[config.mk]
export PLATFORM = sky130hd
export DESIGN_NAME = cab_bridge
export DESIGN_NICKNAME = d
export VERILOG_FILES = /design/src/rtl/cab_pkg.sv /design/src/rtl/cab_word_gather.sv /design/src/rtl/cab_reply_ser.sv /design/src/rtl/cab_bridge.sv
export SDC_FILE = /design/constraint.sdc
export NUM_CORES = 1
export LEC_CHECK = 0
export ABC_AREA = 1
export BUFFER_PORTS_ARGS = -buffer_cell sky130_fd_sc_hd__buf_2
export CORE_AREA = 2 2 154 118
export DETAILED_ROUTE_END_ITERATION = 16
export DIE_AREA = 0 0 156 120
export GPL_ROUTABILITY_DRIVEN = 0
export GPL_TIMING_DRIVEN = 0
export PLACE_DENSITY = 0.68
export RECOVER_POWER = 100
export REMOVE_ABC_BUFFERS = 1
export SYNTH_ARGS = -nofsm -noshare
export SYNTH_HDL_FRONTEND = slang
export SYNTH_SLANG_ARGS = --single-unit
[constraint.sdc]
create_clock -name clk -period 5.7 [get_ports clk]
set_clock_uncertainty 0.1 [all_clocks]
set_input_delay 0.855 -clock clk [delete_from_list [all_inputs] [get_ports clk]]
set_output_delay 0.855 -clock clk [all_outputs]
set_load 0.01 [all_outputs]
[src/rtl/cab_pkg.sv]
package cab_pkg;

    typedef enum logic [3:0] {
        ST_ADDR,
        ST_CMD,
        ST_LEN,
        ST_WDATA,
        ST_WREQ,
        ST_WRSP,
        ST_RREQ,
        ST_RRSP,
        ST_RSEND,
        ST_DBG,
        ST_DRAIN
    } cab_state_e;

    localparam logic [7:0] OP_READ  = 8'h00;
    localparam logic [7:0] OP_WRITE = 8'h01;
    localparam logic [7:0] OP_LEVEL = 8'h03;

    localparam logic [1:0] RESP_OKAY = 2'b00;

endpackage

[src/rtl/cab_word_gather.sv]
// Collects big-endian bytes into words; the completed word is presented
// combinationally in the cycle its final byte is accepted.
module cab_word_gather #(
    parameter int BYTES = 4
) (
    input  logic                 clk,
    input  logic                 rst_n,
    input  logic [7:0]           byte_i,
    input  logic                 take_i,
    input  logic                 last_i,
    output logic [8*BYTES-1:0]   word_o,
    output logic                 word_vld_o,
    output logic                 word_last_o,
    output logic                 frag_o
);
    localparam int CW = (BYTES > 1) ? $clog2(BYTES) : 1;
    localparam int WW = 8 * BYTES;

    logic [WW-1:0] shreg;
    logic [CW-1:0] cnt;
    logic          at_end;

    assign at_end      = (cnt == CW'(BYTES - 1));
    assign word_o      = {shreg[WW-9:0], byte_i};
    assign word_vld_o  = take_i && at_end;
    assign word_last_o = take_i && last_i;
    assign frag_o      = take_i && last_i && !at_end;

    always_ff @(posedge clk) begin
        if (!rst_n) begin
            shreg <= '0;
            cnt   <= '0;
        end else if (take_i) begin
            shreg <= {shreg[WW-9:0], byte_i};
            if (last_i || at_end) begin
                cnt <= '0;
            end else begin
                cnt <= cnt + 1'b1;
            end
        end
    end

endmodule

[src/rtl/cab_reply_ser.sv]
// Sends a loaded word out as bytes, most significant first.
module cab_reply_ser #(
    parameter int BYTES = 4
) (
    input  logic                 clk,
    input  logic                 rst_n,
    input  logic                 load_i,
    input  logic [8*BYTES-1:0]   word_i,
    input  logic                 last_i,
    input  logic                 ready_i,
    output logic [7:0]           data_o,
    output logic                 valid_o,
    output logic                 last_o
);
    localparam int CW = (BYTES > 1) ? $clog2(BYTES) : 1;
    localparam int WW = 8 * BYTES;

    logic [WW-1:0] shreg;
    logic [CW-1:0] idx;
    logic          vld;
    logic          lastf;

    assign data_o  = shreg[WW-1 -: 8];
    assign valid_o = vld;
    assign last_o  = vld && lastf && (idx == CW'(BYTES - 1));

    always_ff @(posedge clk) begin
        if (!rst_n) begin
            shreg <= '0;
            idx   <= '0;
            vld   <= 1'b0;
            lastf <= 1'b0;
        end else if (load_i) begin
            shreg <= word_i;
            idx   <= '0;
            vld   <= 1'b1;
            lastf <= last_i;
        end else if (vld && ready_i) begin
            shreg <= {shreg[WW-9:0], 8'h00};
            if (idx == CW'(BYTES - 1)) begin
                vld <= 1'b0;
                idx <= '0;
            end else begin
                idx <= idx + 1'b1;
            end
        end
    end

endmodule

[src/rtl/cab_bridge.sv]
module cab_bridge
    import cab_pkg::*;
#(
    parameter int DATA_W = 32,
    parameter int LEN_W  = 8,
    parameter int LVL_W  = 8
) (
    input  logic                 clk,
    input  logic                 rst_n,
    input  logic [7:0]           in_data,
    input  logic                 in_valid,
    input  logic                 in_last,
    output logic                 in_ready,
    output logic [7:0]           out_data,
    output logic                 out_valid,
    output logic                 out_last,
    input  logic                 out_ready,
    output logic [DATA_W-1:0]    m_awaddr,
    output logic                 m_awvalid,
    input  logic                 m_awready,
    output logic [DATA_W-1:0]    m_wdata,
    output logic [DATA_W/8-1:0]  m_wstrb,
    output logic                 m_wvalid,
    input  logic                 m_wready,
    input  logic [1:0]           m_bresp,
    input  logic                 m_bvalid,
    output logic                 m_bready,
    output logic [DATA_W-1:0]    m_araddr,
    output logic                 m_arvalid,
    input  logic                 m_arready,
    input  logic [DATA_W-1:0]    m_rdata,
    input  logic [1:0]           m_rresp,
    input  logic                 m_rvalid,
    output logic                 m_rready,
    output logic [LVL_W-1:0]     dbg_level,
    output logic                 bad_cmd,
    output logic                 bus_err
);
    localparam int BYTES = DATA_W / 8;

    cab_state_e st, nxt;

    logic [DATA_W-1:0] word;
    logic              wv, wl, frag, take;
    logic [7:0]        op;
    logic              op_rw;

    logic [DATA_W-1:0] addr_q;
    logic [DATA_W-1:0] wdat_q;
    logic [LEN_W-1:0]  cnt_q;
    logic              is_wr_q;
    logic              wlast_q;
    logic              aw_done, w_done;
    logic              aw_hs, w_hs;
    logic [LVL_W-1:0]  lvl_q;
    logic              bad_q, err_q;
    logic              ser_load, ser_busy;

    assign take  = in_valid && in_ready;
    assign op    = word[7:0];
    assign op_rw = (op == OP_READ) || (op == OP_WRITE);
    assign aw_hs = m_awvalid && m_awready;
    assign w_hs  = m_wvalid && m_wready;

    cab_word_gather #(.BYTES(BYTES)) u_gather (
        .clk         (clk),
        .rst_n       (rst_n),
        .byte_i      (in_data),
        .take_i      (take),
        .last_i      (in_last),
        .word_o      (word),
        .word_vld_o  (wv),
        .word_last_o (wl),
        .frag_o      (frag)
    );

    assign ser_load = (st == ST_RRSP) && m_rvalid;

    cab_reply_ser #(.BYTES(BYTES)) u_ser (
        .clk     (clk),
        .rst_n   (rst_n),
        .load_i  (ser_load),
        .word_i  (m_rdata),
        .last_i  (cnt_q == LEN_W'(1)),
        .ready_i (out_ready),
        .data_o  (out_data),
        .valid_o (ser_busy),
        .last_o  (out_last)
    );

    assign out_valid = ser_busy;

    // State register
    always_ff @(posedge clk) begin
        if (!rst_n) begin
            st <= ST_ADDR;
        end else begin
            st <= nxt;
        end
    end

    // Next state
    always_comb begin
        nxt = st;
        unique case (st)
            ST_ADDR: begin
                if (wv && !wl) nxt = ST_CMD;
            end
            ST_CMD: begin
                if (wv) begin
                    if (wl)                   nxt = ST_ADDR;
                    else if (op_rw)           nxt = ST_LEN;
                    else if (op == OP_LEVEL)  nxt = ST_DBG;
                    else                      nxt = ST_DRAIN;
                end else if (frag) begin
                    nxt = ST_ADDR;
                end
            end
            ST_LEN: begin
                if (wv) begin
                    if (word[LEN_W-1:0] == '0)  nxt = ST_ADDR;
                    else if (!is_wr_q)         nxt = ST_RREQ;
                    else if (wl)               nxt = ST_ADDR;
                    else                       nxt = ST_WDATA;
                end else if (frag) begin
                    nxt = ST_ADDR;
                end
            end
            ST_WDATA: begin
                if (wv)        nxt = ST_WREQ;
                else if (frag) nxt = ST_ADDR;
            end
            ST_WREQ: begin
                if ((aw_done || aw_hs) && (w_done || w_hs)) nxt = ST_WRSP;
            end
            ST_WRSP: begin
                if (m_bvalid) begin
                    nxt = ((cnt_q == LEN_W'(1)) || wlast_q) ? ST_ADDR : ST_WDATA;
                end
            end
            ST_RREQ: begin
                if (m_arready) nxt = ST_RRSP;
            end
            ST_RRSP: begin
                if (m_rvalid) nxt = ST_RSEND;
            end
            ST_RSEND: begin
                if (!ser_busy) nxt = (cnt_q == '0) ? ST_ADDR : ST_RREQ;
            end
            ST_DBG: begin
                if (wv || frag) nxt = ST_ADDR;
            end
            ST_DRAIN: begin
                if (in_valid && in_last) nxt = ST_ADDR;
            end
            default: nxt = ST_ADDR;
        endcase
    end

    // Outputs decoded from the state
    always_comb begin
        in_ready  = 1'b0;
        m_awvalid = 1'b0;
        m_wvalid  = 1'b0;
        m_bready  = 1'b0;
        m_arvalid = 1'b0;
        m_rready  = 1'b0;
        unique case (st)
            ST_ADDR, ST_CMD, ST_LEN, ST_WDATA, ST_DBG, ST_DRAIN: in_ready = 1'b1;
            ST_WREQ: begin
                m_awvalid = !aw_done;
                m_wvalid  = !w_done;
            end
            ST_WRSP:  m_bready  = 1'b1;
            ST_RREQ:  m_arvalid = 1'b1;
            ST_RRSP:  m_rready  = 1'b1;
            default: ;
        endcase
    end

    assign m_awaddr  = addr_q;
    assign m_araddr  = addr_q;
    assign m_wdata   = wdat_q;
    assign m_wstrb   = '1;
    assign dbg_level = lvl_q;
    assign bad_cmd   = bad_q;
    assign bus_err   = err_q;

    // Record datapath
    always_ff @(posedge clk) begin
        if (!rst_n) begin
            addr_q  <= '0;
            wdat_q  <= '0;
            cnt_q   <= '0;
            is_wr_q <= 1'b0;
            wlast_q <= 1'b0;
            aw_done <= 1'b0;
            w_done  <= 1'b0;
            lvl_q   <= '0;
            bad_q   <= 1'b0;
            err_q   <= 1'b0;
        end else begin
            bad_q <= (st == ST_CMD) && wv && !op_rw && (op != OP_LEVEL);
            case (st)
                ST_ADDR: if (wv) addr_q <= word;
                ST_CMD:  if (wv) is_wr_q <= (op == OP_WRITE);
                ST_LEN:  if (wv) cnt_q <= word[LEN_W-1:0];
                ST_WDATA: begin
                    if (wv) begin
                        wdat_q  <= word;
                        wlast_q <= wl;
                    end
                end
                ST_WREQ: begin
                    if (aw_hs) aw_done <= 1'b1;
                    if (w_hs)  w_done  <= 1'b1;
                end
                ST_WRSP: begin
                    if (m_bvalid) begin
                        aw_done <= 1'b0;
                        w_done  <= 1'b0;
                        addr_q  <= addr_q + DATA_W'(BYTES);
                        cnt_q   <= cnt_q - 1'b1;
                        if (m_bresp != RESP_OKAY) err_q <= 1'b1;
                    end
                end
                ST_RRSP: begin
                    if (m_rvalid) begin
                        addr_q <= addr_q + DATA_W'(BYTES);
                        cnt_q  <= cnt_q - 1'b1;
                        if (m_rresp != RESP_OKAY) err_q <= 1'b1;
                    end
                end
                ST_DBG: if (wv) lvl_q <= word[LVL_W-1:0];
                default: ;
            endcase
        end
    end

endmodule

==> impl_metrics.toml, run 1 <==
[outcome]
failed_checks = "capacitance limit, slew limit"
run_status = "finished with violations"

[drt]
routed-via-count = 7534
final_wirelength_mm = 21.0
route.detailed.drc = 0
drt-pass1-iter-count = 5
detail_route.iter0.violations = 664
routedWlPerCell_um = 14.7
ant_nets = 0
post_drt_via_cell_ratio = 5.26

[power]
power.ir.vdd_worst_v = 0.000183
power.density_cell_area_nw_per_um2 = 274
leakage_uw = 0.00330

[critical_path]
worstSetupPathType = "register to register"
critPathRequiredTime_ps = 5930
crit_top_cell = "sky130_fd_sc_hd__nand3_1"
crit_fanout = 42
cp_slowest_stage_delay_ps = 1020
setup.worst_path.start_class = "register"
worst_ep_arrival_time_ps = 4350
slowest_stage = "sky130_fd_sc_hd__nand3_1"
crit_path_cell_trace = "inv_1 > nand2_1 > nand3_1 > nand3_1 > nor2_1 > nand3_1 > nand2_1 > nand2_2 > nor2_1 > o21ai_0 > a21oi_1"
worst_setup_path_end_kind = "register"

[grt]
maximum_number_of_pins_on_one_net_before_global_route_repair = 86
grt_pass1_wl_mm = 33.8
grt_remaining_overflow = 0
track_usage_pct = 22.6
antenna_found_initial = 0
first_global_vias = 6648

[timing]
fin_crit_ps = 4120
timing_max_transition_violations_final = 69
max_slew.worst_pin.slew_ps = 2340
timing_hold_violations_final = 0
rsz0062_at_grt = "no"
timing.setup.tns_ps = 0
maximum_frequency_from_static_timing_analysis_mhz = 243
setup_viol = 0
slew_headroom_pct = -56.5
period_utilisation_layout_pct = 72.3

[placement]
numPortBuffers = 175
placed_area_sq_um = 8250
post-dp-hpwl_mm = 14.2

[synthesis]
post_synth_num_cell_types = 40
yosys_warnings = 0
syn_area_per_cell_sq_um = 6.94
syn_inst_count = 1099
synth_seq_area_share_pct = 39.9
ys_ff_latch = 152
netlist_area_sq_um = 7620

[run]
maxCapViolations = 1

[clock_tree]
clk_pin_slew_ps = 60
clkLatencyLatePin_ps = 430
h-tree-depth = 4
ctsRootBufferMaster = "sky130_fd_sc_hd__clkbuf_16"
numCtsBuffers = 17
cts_resized = 0
postCtsSetupBuffers = 0
cts_tree = "done"
max-clock-path-buffers = 2
cts.sinks = 152
quantity_of_hold_fixing_buffers_added_after_cts = 0

[final_layout]
design.final.nets = 1258
nFillCells = 1812
drive_gt1_share_pct = 8.25
final_antenna_diode_count = 0
postLayoutCellArea_sq_um = 8690
areaGrowthSynthToFinish_pct = 13.9

[floorplan]
io_pins = 180
die_area_sq_um = 18700
initial_core_util_pct = 44.1
coreArea_sq_um = 17300
row_count = 42
fp.dieW_um = 156
fp.dieH_um = 120

[hold_path]
hold_path_class = "register to register"
-- kinds of logic after synthesis --
logic type,synth area share (%)
buffers and inverters,12.7
DFF,39.9
AOI/OAI and AO/OA,18.9
adders and majority gates,0.820
xor gates and xnor gates,0.689
other,0.0492
and+or+nand+nor,26.9
-- metrics by stage --
step	hold WS (ps)	std cells	worst slack, ps	power, uW	utilization (%)
global placement	357	1398	1520	1210	47.5
floorplan	349	1003	2640	1160	-
finish	374	1432	1580	2380	50.2
detailed placement	361	1400	2150	1210	47.7
CTS	372	1432	2370	2400	51.3
global route	388	1432	1030	2450	50.2
-- placed cells by master, fill, tap and decap left out, drive strengths merged, types with 2 or more instances in the layout --
cell      instances
a21boi            3
nor4              3
clkinv            5
dfxtp           152
clkbuf          141
nand4             7
bufinv            3
a211oi            7
o21ai           109
ha                5
xor2              5
o211ai            8
nand3           120
inv             106
nand2           208
or2               4
a21oi           114
nor3             24
a31oi            24
o31ai             2
nand3b            6
nor2             87
clkinvlp          3
buf              56
conb              4
-- worst max-delay path, delay by kind of cell, from the launching register on --
family | cells | cell delay (ps)
buf+inv | 1 | 140
compound gates | 2 | 250
flops | 1 | 380
simple gates | 8 | 3130
-- cell type report --
class	count	area (sq um)	share of cell area (%)
Multi-Input combinational cell	746	3590	41.4
Timing Repair Buffer	177	759	8.74
Clock buffer	20	457	5.26
Tap cell	220	275	3.17
Inverter	105	394	4.54
Clock inverter	12	165	1.90
Sequential cell	152	3040	35.0
-- final timing paths --
kind / cells after the start / startpoint / endpoint / slack (ps)
worst max-delay path: 11 / st[1] / m_araddr[16] / 1580
worst min-delay path: 2 / u_gather.cnt[1] / u_gather.cnt[1] / 370
worst max register to register: 11 / st[1] / m_araddr[16] / 1580
worst min register to register: 2 / u_gather.cnt[1] / u_gather.cnt[1] / 370
-- synthesized netlist by cell type --
cell / n / area, sq um
sky130_fd_sc_hd__a211oi_1: 6 / 45.0
sky130_fd_sc_hd__a211oi_2: 1 / 12.5
sky130_fd_sc_hd__a21boi_0: 3 / 22.5
sky130_fd_sc_hd__a21oi_1: 113 / 566
sky130_fd_sc_hd__a21oi_4: 1 / 16.3
sky130_fd_sc_hd__a31oi_1: 24 / 150
sky130_fd_sc_hd__and3_1: 1 / 6.26
sky130_fd_sc_hd__buf_2: 19 / 95.1
sky130_fd_sc_hd__buf_4: 44 / 330
sky130_fd_sc_hd__buf_6: 2 / 22.5
sky130_fd_sc_hd__clkbuf_1: 34 / 128
sky130_fd_sc_hd__clkinv_1: 1 / 3.75
sky130_fd_sc_hd__conb_1: 1 / 3.75
sky130_fd_sc_hd__dfxtp_1: 152 / 3040
sky130_fd_sc_hd__ha_1: 5 / 62.6
sky130_fd_sc_hd__inv_1: 100 / 375
sky130_fd_sc_hd__inv_2: 4 / 15.0
sky130_fd_sc_hd__nand2_1: 205 / 769
sky130_fd_sc_hd__nand2_2: 3 / 18.8
sky130_fd_sc_hd__nand2b_1: 1 / 6.26
sky130_fd_sc_hd__nand3_1: 117 / 586
sky130_fd_sc_hd__nand3_2: 2 / 20.0
sky130_fd_sc_hd__nand3_4: 1 / 17.5
sky130_fd_sc_hd__nand3b_1: 6 / 45.0
sky130_fd_sc_hd__nand4_1: 7 / 43.8
sky130_fd_sc_hd__nor2_1: 82 / 308
sky130_fd_sc_hd__nor2_2: 2 / 12.5
sky130_fd_sc_hd__nor2_4: 3 / 33.8
sky130_fd_sc_hd__nor3_1: 23 / 115
sky130_fd_sc_hd__nor3_2: 1 / 10.0
sky130_fd_sc_hd__nor3b_1: 1 / 7.51
sky130_fd_sc_hd__nor4_1: 3 / 18.8
sky130_fd_sc_hd__o211a_1: 1 / 10.0
sky130_fd_sc_hd__o211ai_1: 8 / 60.1
sky130_fd_sc_hd__o21ai_0: 109 / 546
sky130_fd_sc_hd__o31ai_1: 2 / 15.0
sky130_fd_sc_hd__or2_2: 4 / 25.0
sky130_fd_sc_hd__or4_1: 1 / 7.51
sky130_fd_sc_hd__xnor2_1: 1 / 8.76
sky130_fd_sc_hd__xor2_1: 5 / 43.8
-- layer usage --
layer	part of all wire [%]	wire length (um)	track usage, %
met1	49	10300	32.2
met4	1.2	257	7.11
met3	7.9	1660	5.71
met5	0	0	0
met2	42	8800	33.4
-- sequential cells by signal, indices dropped and copies added, names as in the netlist --
name / count
bad_cmd: 1
m_araddr: 32
u_ser.lastf: 1
m_wdata: 32
bus_err: 1
st: 4
u_ser.shreg: 32
cnt_q: 8
u_gather.shreg: 24
aw_done: 1
u_ser.valid_o: 1
u_ser.idx: 2
dbg_level: 8
w_done: 1
wlast_q: 1
u_gather.cnt: 2
is_wr_q: 1
-- where the power goes --
group | leakage [uW] | switching, uW | internal (uW) | total [uW]
logic | 0.00178 | 69.0 | 33.2 | 102
clock network | 0.000293 | 475 | 718 | 1190
registers | 0.00123 | 9.24 | 1080 | 1080
total | 0.00330 | 554 | 1830 | 2380
(Power assumes the default switching activity.)
==> run 2: changes to the inputs <==
==> constraint.sdc (replaced) <==
create_clock -name clk -period 3.9 [get_ports clk]
set_clock_uncertainty 0.1 [all_clocks]
set_input_delay 0.585 -clock clk [delete_from_list [all_inputs] [get_ports clk]]
set_output_delay 0.585 -clock clk [all_outputs]
set_load 0.01 [all_outputs]
==> run 2 against run 1 <==
Against the previous run:
- the flow now finishes without violations
- combinational power is 47% higher
- via count is 0.35% lower
- sequential power is 47% higher
- sequential share of layout area hardly changed
- total power is 46% higher
- fmax is 23% higher
- largest power group unchanged
- register-to-register slack worse by 1000 ps
- highest routed layer unchanged
- core utilization hardly changed
==> impl_metrics.toml, run 2 (same netlist as run 1, synthesis figures left out) <==
[floorplan]
die_area_sq_um = 18700
fp.dieW_um = 156
coreArea_sq_um = 17300
io_pins = 180
initial_core_util_pct = 44.1
fp.dieH_um = 120
row_count = 42

[timing]
max_slew.worst_pin.slew_ps = 1320
setup_viol = 0
fin_crit_ps = 3360
hold-worst-slack_ps = 298
period_utilisation_layout_pct = 86.2
rsz0062_at_grt = "no"
timing_max_transition_violations_final = 0
postLayoutSetupSlackWorst_ps = 540
maximum_frequency_from_static_timing_analysis_mhz = 298
slew_headroom_pct = 12.2
timing_hold_violations_final = 0
timing.setup.tns_ps = 0

[outcome]
run_status = "completed"

[final_layout]
design.final.nets = 1258
areaGrowthSynthToFinish_pct = 14.0
drive_gt1_share_pct = 8.58
most-common-layout-cells = "206 x sky130_fd_sc_hd__nand2_1, 152 x sky130_fd_sc_hd__dfxtp_1, 122 x sky130_fd_sc_hd__clkbuf_1"
final_antenna_diode_count = 0
layout.cells.most_common = "sky130_fd_sc_hd__nand2_1"

[clock_tree]
cts.sinks = 152
quantity_of_hold_fixing_buffers_added_after_cts = 0
numCtsBuffers = 17
h-tree-depth = 4
clkLatencyLatePin_ps = 430
ctsRootBufferMaster = "sky130_fd_sc_hd__clkbuf_16"
postCtsSetupBuffers = 0
cts_resized = 0
clk_pin_slew_ps = 70
cts_tree = "done"
max-clock-path-buffers = 2

[drt]
route.detailed.drc = 0
ant_nets = 0
final_wirelength_mm = 21.0
drt-pass1-iter-count = 5
routed-via-count = 7508
routedWlPerCell_um = 14.6
post_drt_via_cell_ratio = 5.24
detail_route.iter0.violations = 665

[grt]
first_global_vias = 6648
antenna_found_initial = 0
grt_remaining_overflow = 0
track_usage_pct = 22.6
grt_pass1_wl_mm = 33.8
maximum_number_of_pins_on_one_net_before_global_route_repair = 86

[critical_path]
crit_fanout = 46
critical_path.n_buffers_inverters = 2
cp_slowest_stage_delay_ps = 850
crit_path_cell_trace = "inv_1 > nor2_4 > inv_2 > a21oi_4 > o211ai_1 > a21oi_1"
worst_setup_path_end_kind = "register"
cp_top_family = "compound AO/OA/AOI/OAI gates"
setup.worst_path.start_class = "register"
slowest_stage = "sky130_fd_sc_hd__nor2_4"
worst_ep_arrival_time_ps = 3600
worstSetupPathType = "register to register"
critPathRequiredTime_ps = 4140

[hold_path]
hold_path_class = "input pin to register"

[power]
leakage_uw = 0.00330
power.ir.vdd_worst_v = 0.000269
power.density_cell_area_nw_per_um2 = 400
total_chip_power_uw = 3480

[placement]
numPortBuffers = 175
post-dp-hpwl_mm = 14.2
setup_slack_placement_ps = 574

[run]
maxCapViolations = 0
[run 2: cell count changes in the layout (fill, tap and decap cells not counted)]
| cell | previous run | this run |
|---|---|---|
| sky130_fd_sc_hd__buf_8 | 1 | 0 |
| sky130_fd_sc_hd__nand3_2 | 0 | 1 |
| sky130_fd_sc_hd__nand3_1 | 120 | 118 |
| sky130_fd_sc_hd__nand3_4 | 0 | 1 |
| sky130_fd_sc_hd__clkbuf_2 | 0 | 1 |
| sky130_fd_sc_hd__inv_2 | 1 | 3 |
| sky130_fd_sc_hd__inv_1 | 103 | 101 |
[run 2: final timing paths]
| check | from | end | slack (ps) | cells past startpoint |
|---|---|---|---|---|
| setup reg to reg | st[0] | m_araddr[22] | 540 | 6 |
| hold reg to reg | u_gather.cnt[1] | u_gather.cnt[1] | 370 | 2 |
| setup / recovery | st[0] | m_araddr[22] | 540 | 6 |
| hold / removal | m_rdata[3] | u_ser.shreg[3] | 300 | 3 |
[run 2: power breakdown]
group          switching, uW  internal (uW)
clock                    697           1050
sequential              13.5           1570
combinational            101           48.7
total                    812           2670
[run 2: metal layers]
metal	global-route usage, %	wire, um
met5	0	0
met4	7.11	237
met3	5.71	1710
met2	33.4	8770
met1	32.2	10300
[run 2: metrics by stage]
stage                     std cells  utilization, %  instance area [sq um]
after floorplan                1003               -                   7060
after global placement         1398            47.5                   8210
after detailed placement       1400            47.7                   8250
after CTS                      1432            51.3                   8870
after global routing           1432            50.3                   8690
final                          1432            50.3                   8690
[run 2: worst reg2reg max path, cell delays in order (launching register included)]
cell and delay (ps):
sky130_fd_sc_hd__dfxtp_1 470, sky130_fd_sc_hd__inv_1 160, sky130_fd_sc_hd__nor2_4 850, sky130_fd_sc_hd__inv_2 580, sky130_fd_sc_hd__a21oi_4 750, sky130_fd_sc_hd__o211ai_1 200, sky130_fd_sc_hd__a21oi_1 160
[run 2: layout make-up]
type / instances / area (sq um)
fillers: 1810 / 8590
inverters: 105 / 394
repair buffers: 177 / 749
clock inverters: 12 / 165
well taps: 220 / 275
flip-flops and latches: 152 / 3040
multi-input cells: 746 / 3610
clock buffers: 20 / 457
==> run 3: changes to the inputs <==
--- a/config.mk
+++ b/config.mk
@@ -7,6 +7,7 @@
 export LEC_CHECK = 0
 export ABC_AREA = 1
 export BUFFER_PORTS_ARGS = -buffer_cell sky130_fd_sc_hd__buf_2
+export CAP_MARGIN = 10
 export CORE_AREA = 2 2 154 118
 export DETAILED_ROUTE_END_ITERATION = 16
 export DIE_AREA = 0 0 156 120
==> constraint.sdc (replaced) <==
create_clock -name clk -period 3.6 [get_ports clk]
set_clock_uncertainty 0.1 [all_clocks]
set_input_delay 0.54 -clock clk [delete_from_list [all_inputs] [get_ports clk]]
set_output_delay 0.54 -clock clk [all_outputs]
set_load 0.01 [all_outputs]
==> run 3 against run 2 <==
Against the previous run:
- via count grew 0.44%
- critical path depth grew 3
- non-clock buffer count grew 3
- largest power group unchanged
- core utilization grew 0.30 points
- critical endpoint is now u_ser.shreg[24]
==> impl_metrics.toml, run 3 (same netlist as run 1, synthesis figures left out) <==
[floorplan]
initial_core_util_pct = 44.1
row_count = 42
coreArea_sq_um = 17300
fp.dieW_um = 156
die_area_sq_um = 18700
io_pins = 180
fp.dieH_um = 120

[critical_path]
critPathRequiredTime_ps = 3810
crit_fanout = 37
worst_setup_path_startpoint = "st[3]"
reg2reg_to = "u_ser.shreg[24]"
worst_ep_arrival_time_ps = 3340
worst_setup_path_end_kind = "register"
worstSetupPathType = "register to register"
r2r-start = "st[3]"
r2r_slack_ps = 470
setup.worst_path.start_class = "register"
worst-r2r-cell-count = 9

[final_layout]
drive_gt1_share_pct = 8.65
areaGrowthSynthToFinish_pct = 14.7
design.final.nets = 1262
area_of_the_multi_input_gates_sq_um = 3620
most-common-layout-cells = "206 x sky130_fd_sc_hd__nand2_1, 152 x sky130_fd_sc_hd__dfxtp_1, 123 x sky130_fd_sc_hd__clkbuf_1"
layout.cells.most_common = "sky130_fd_sc_hd__nand2_1"
nFillCells = 1798
sequential_cell_area_sq_um = 3040

[timing]
max_slew.worst_pin.slew_ps = 1040
timing_hold_violations_final = 0
setup_viol = 0
timing_max_transition_violations_final = 0
hold-worst-slack_ps = 256
rsz0062_at_grt = "no"
period_utilisation_layout_pct = 86.8
fin_crit_ps = 3130
slew_headroom_pct = 30.6
postLayoutSetupSlackWorst_ps = 475
maximum_frequency_from_static_timing_analysis_mhz = 320

[drt]
drt-pass1-iter-count = 5
post_drt_via_cell_ratio = 5.26
ant_nets = 0
routedWlPerCell_um = 14.8
final_wirelength_mm = 21.2
detail_route.iter0.violations = 575
route.detailed.drc = 0
routed-via-count = 7541

[clock_tree]
max-clock-path-buffers = 2
quantity_of_hold_fixing_buffers_added_after_cts = 0
ctsRootBufferMaster = "sky130_fd_sc_hd__clkbuf_16"
clkLatencyLatePin_ps = 430
cts_resized = 0
cts.sinks = 152
clk_pin_slew_ps = 60
h-tree-depth = 4
cts_tree = "done"
numCtsBuffers = 17
postCtsSetupBuffers = 0

[hold_path]
whs_path_depth = 3
min_to = "u_ser.shreg[1]"
hold_path.startpoint = "m_rdata[1]"
hold_path_class = "input pin to register"

[power]
power_share_of_the_combinational_group_pct = 4.6
leakage_uw = 0.00332
power.ir.vdd_worst_v = 0.000319
fraction_of_power_spent_switching_nets_pct = 22.7
power.density_cell_area_nw_per_um2 = 420
clock_power_share_pct = 48.7
netSwitchingPower_uw = 836
share_seq_of_total_power_pct = 46.7
p_int_uw = 2840

[grt]
grt_pass1_wl_mm = 33.7
maximum_number_of_pins_on_one_net_before_global_route_repair = 69
track_usage_pct = 22.5
antenna_found_initial = 0
first_global_vias = 6692
grt_remaining_overflow = 0

[placement]
post-dp-hpwl_mm = 14.4
numPortBuffers = 175
setup_slack_placement_ps = 297

[run]
maxCapViolations = 0

[outcome]
run_status = "completed"
[run 3: worst max path at each step]
stage          depth (start not counted)              end
4_1_cts                                8     m_araddr[16]
3_5_place_dp                           8     m_araddr[16]
2_1_floorplan                          9      m_wdata[13]
3_3_place_gp                           9      m_wdata[14]
5_1_grt                                9  u_ser.shreg[11]
6_report                               9  u_ser.shreg[24]
[run 3: metal layers]
| layer | global-route usage [%] | wire [um] | up-vias |
|---|---|---|---|
| li1 | - | - | 3829 |
| met1 | 31.4 | 10200 | 3427 |
| met2 | 33.4 | 8880 | 267 |
| met3 | 7.01 | 1840 | 18 |
| met4 | 6.48 | 223 | 0 |
| met5 | 0 | 0 | - |
[run 3: power by group through the flow]
stage          combinational (uW)  clock (uW)  sequential, uW
2_1_floorplan                84.8           0            1750
3_3_place_gp                  162           0            1750
3_5_place_dp                  165           0            1750
4_1_cts                       166        1820            1720
5_1_grt                       192        1900            1720
6_report                      170        1790            1720
[run 3: area by class of cell]
type / instances / area share [%]
Multi-Input combinational cell: 747 / 41.4
Antenna cell: 1 / 0.0286
Inverter: 105 / 4.51
Clock inverter: 12 / 1.76
Tap cell: 220 / 3.15
Timing Repair Buffer: 180 / 9.44
Sequential cell: 152 / 34.8
Clock buffer: 18 / 4.91
[run 3: per-stage QoR]
| stage | std cells | cell area [sq um] | util (%) | setup TNS [ps] | total power, uW |
|---|---|---|---|---|---|
| after detailed placement | 1401 | 8270 | 47.8 | 0 | 1920 |
| after global placement | 1398 | 8210 | 47.5 | -1850 | 1920 |
| final | 1435 | 8750 | 50.6 | 0 | 3680 |
| after global routing | 1434 | 8740 | 50.6 | 0 | 3810 |
| after floorplan | 1003 | 7060 | - | 0 | 1840 |
| after CTS | 1431 | 8850 | 51.2 | 0 | 3710 |
[run 3: critical path: stages (launching register included)]
cell	delay, ps
sky130_fd_sc_hd__dfxtp_1	360
sky130_fd_sc_hd__inv_1	120
sky130_fd_sc_hd__nand2_1	260
sky130_fd_sc_hd__nor2_2	240
sky130_fd_sc_hd__inv_1	120
sky130_fd_sc_hd__nor2_4	590
sky130_fd_sc_hd__inv_1	660
sky130_fd_sc_hd__buf_8	360
sky130_fd_sc_hd__nand3_1	80
sky130_fd_sc_hd__a31oi_1	100
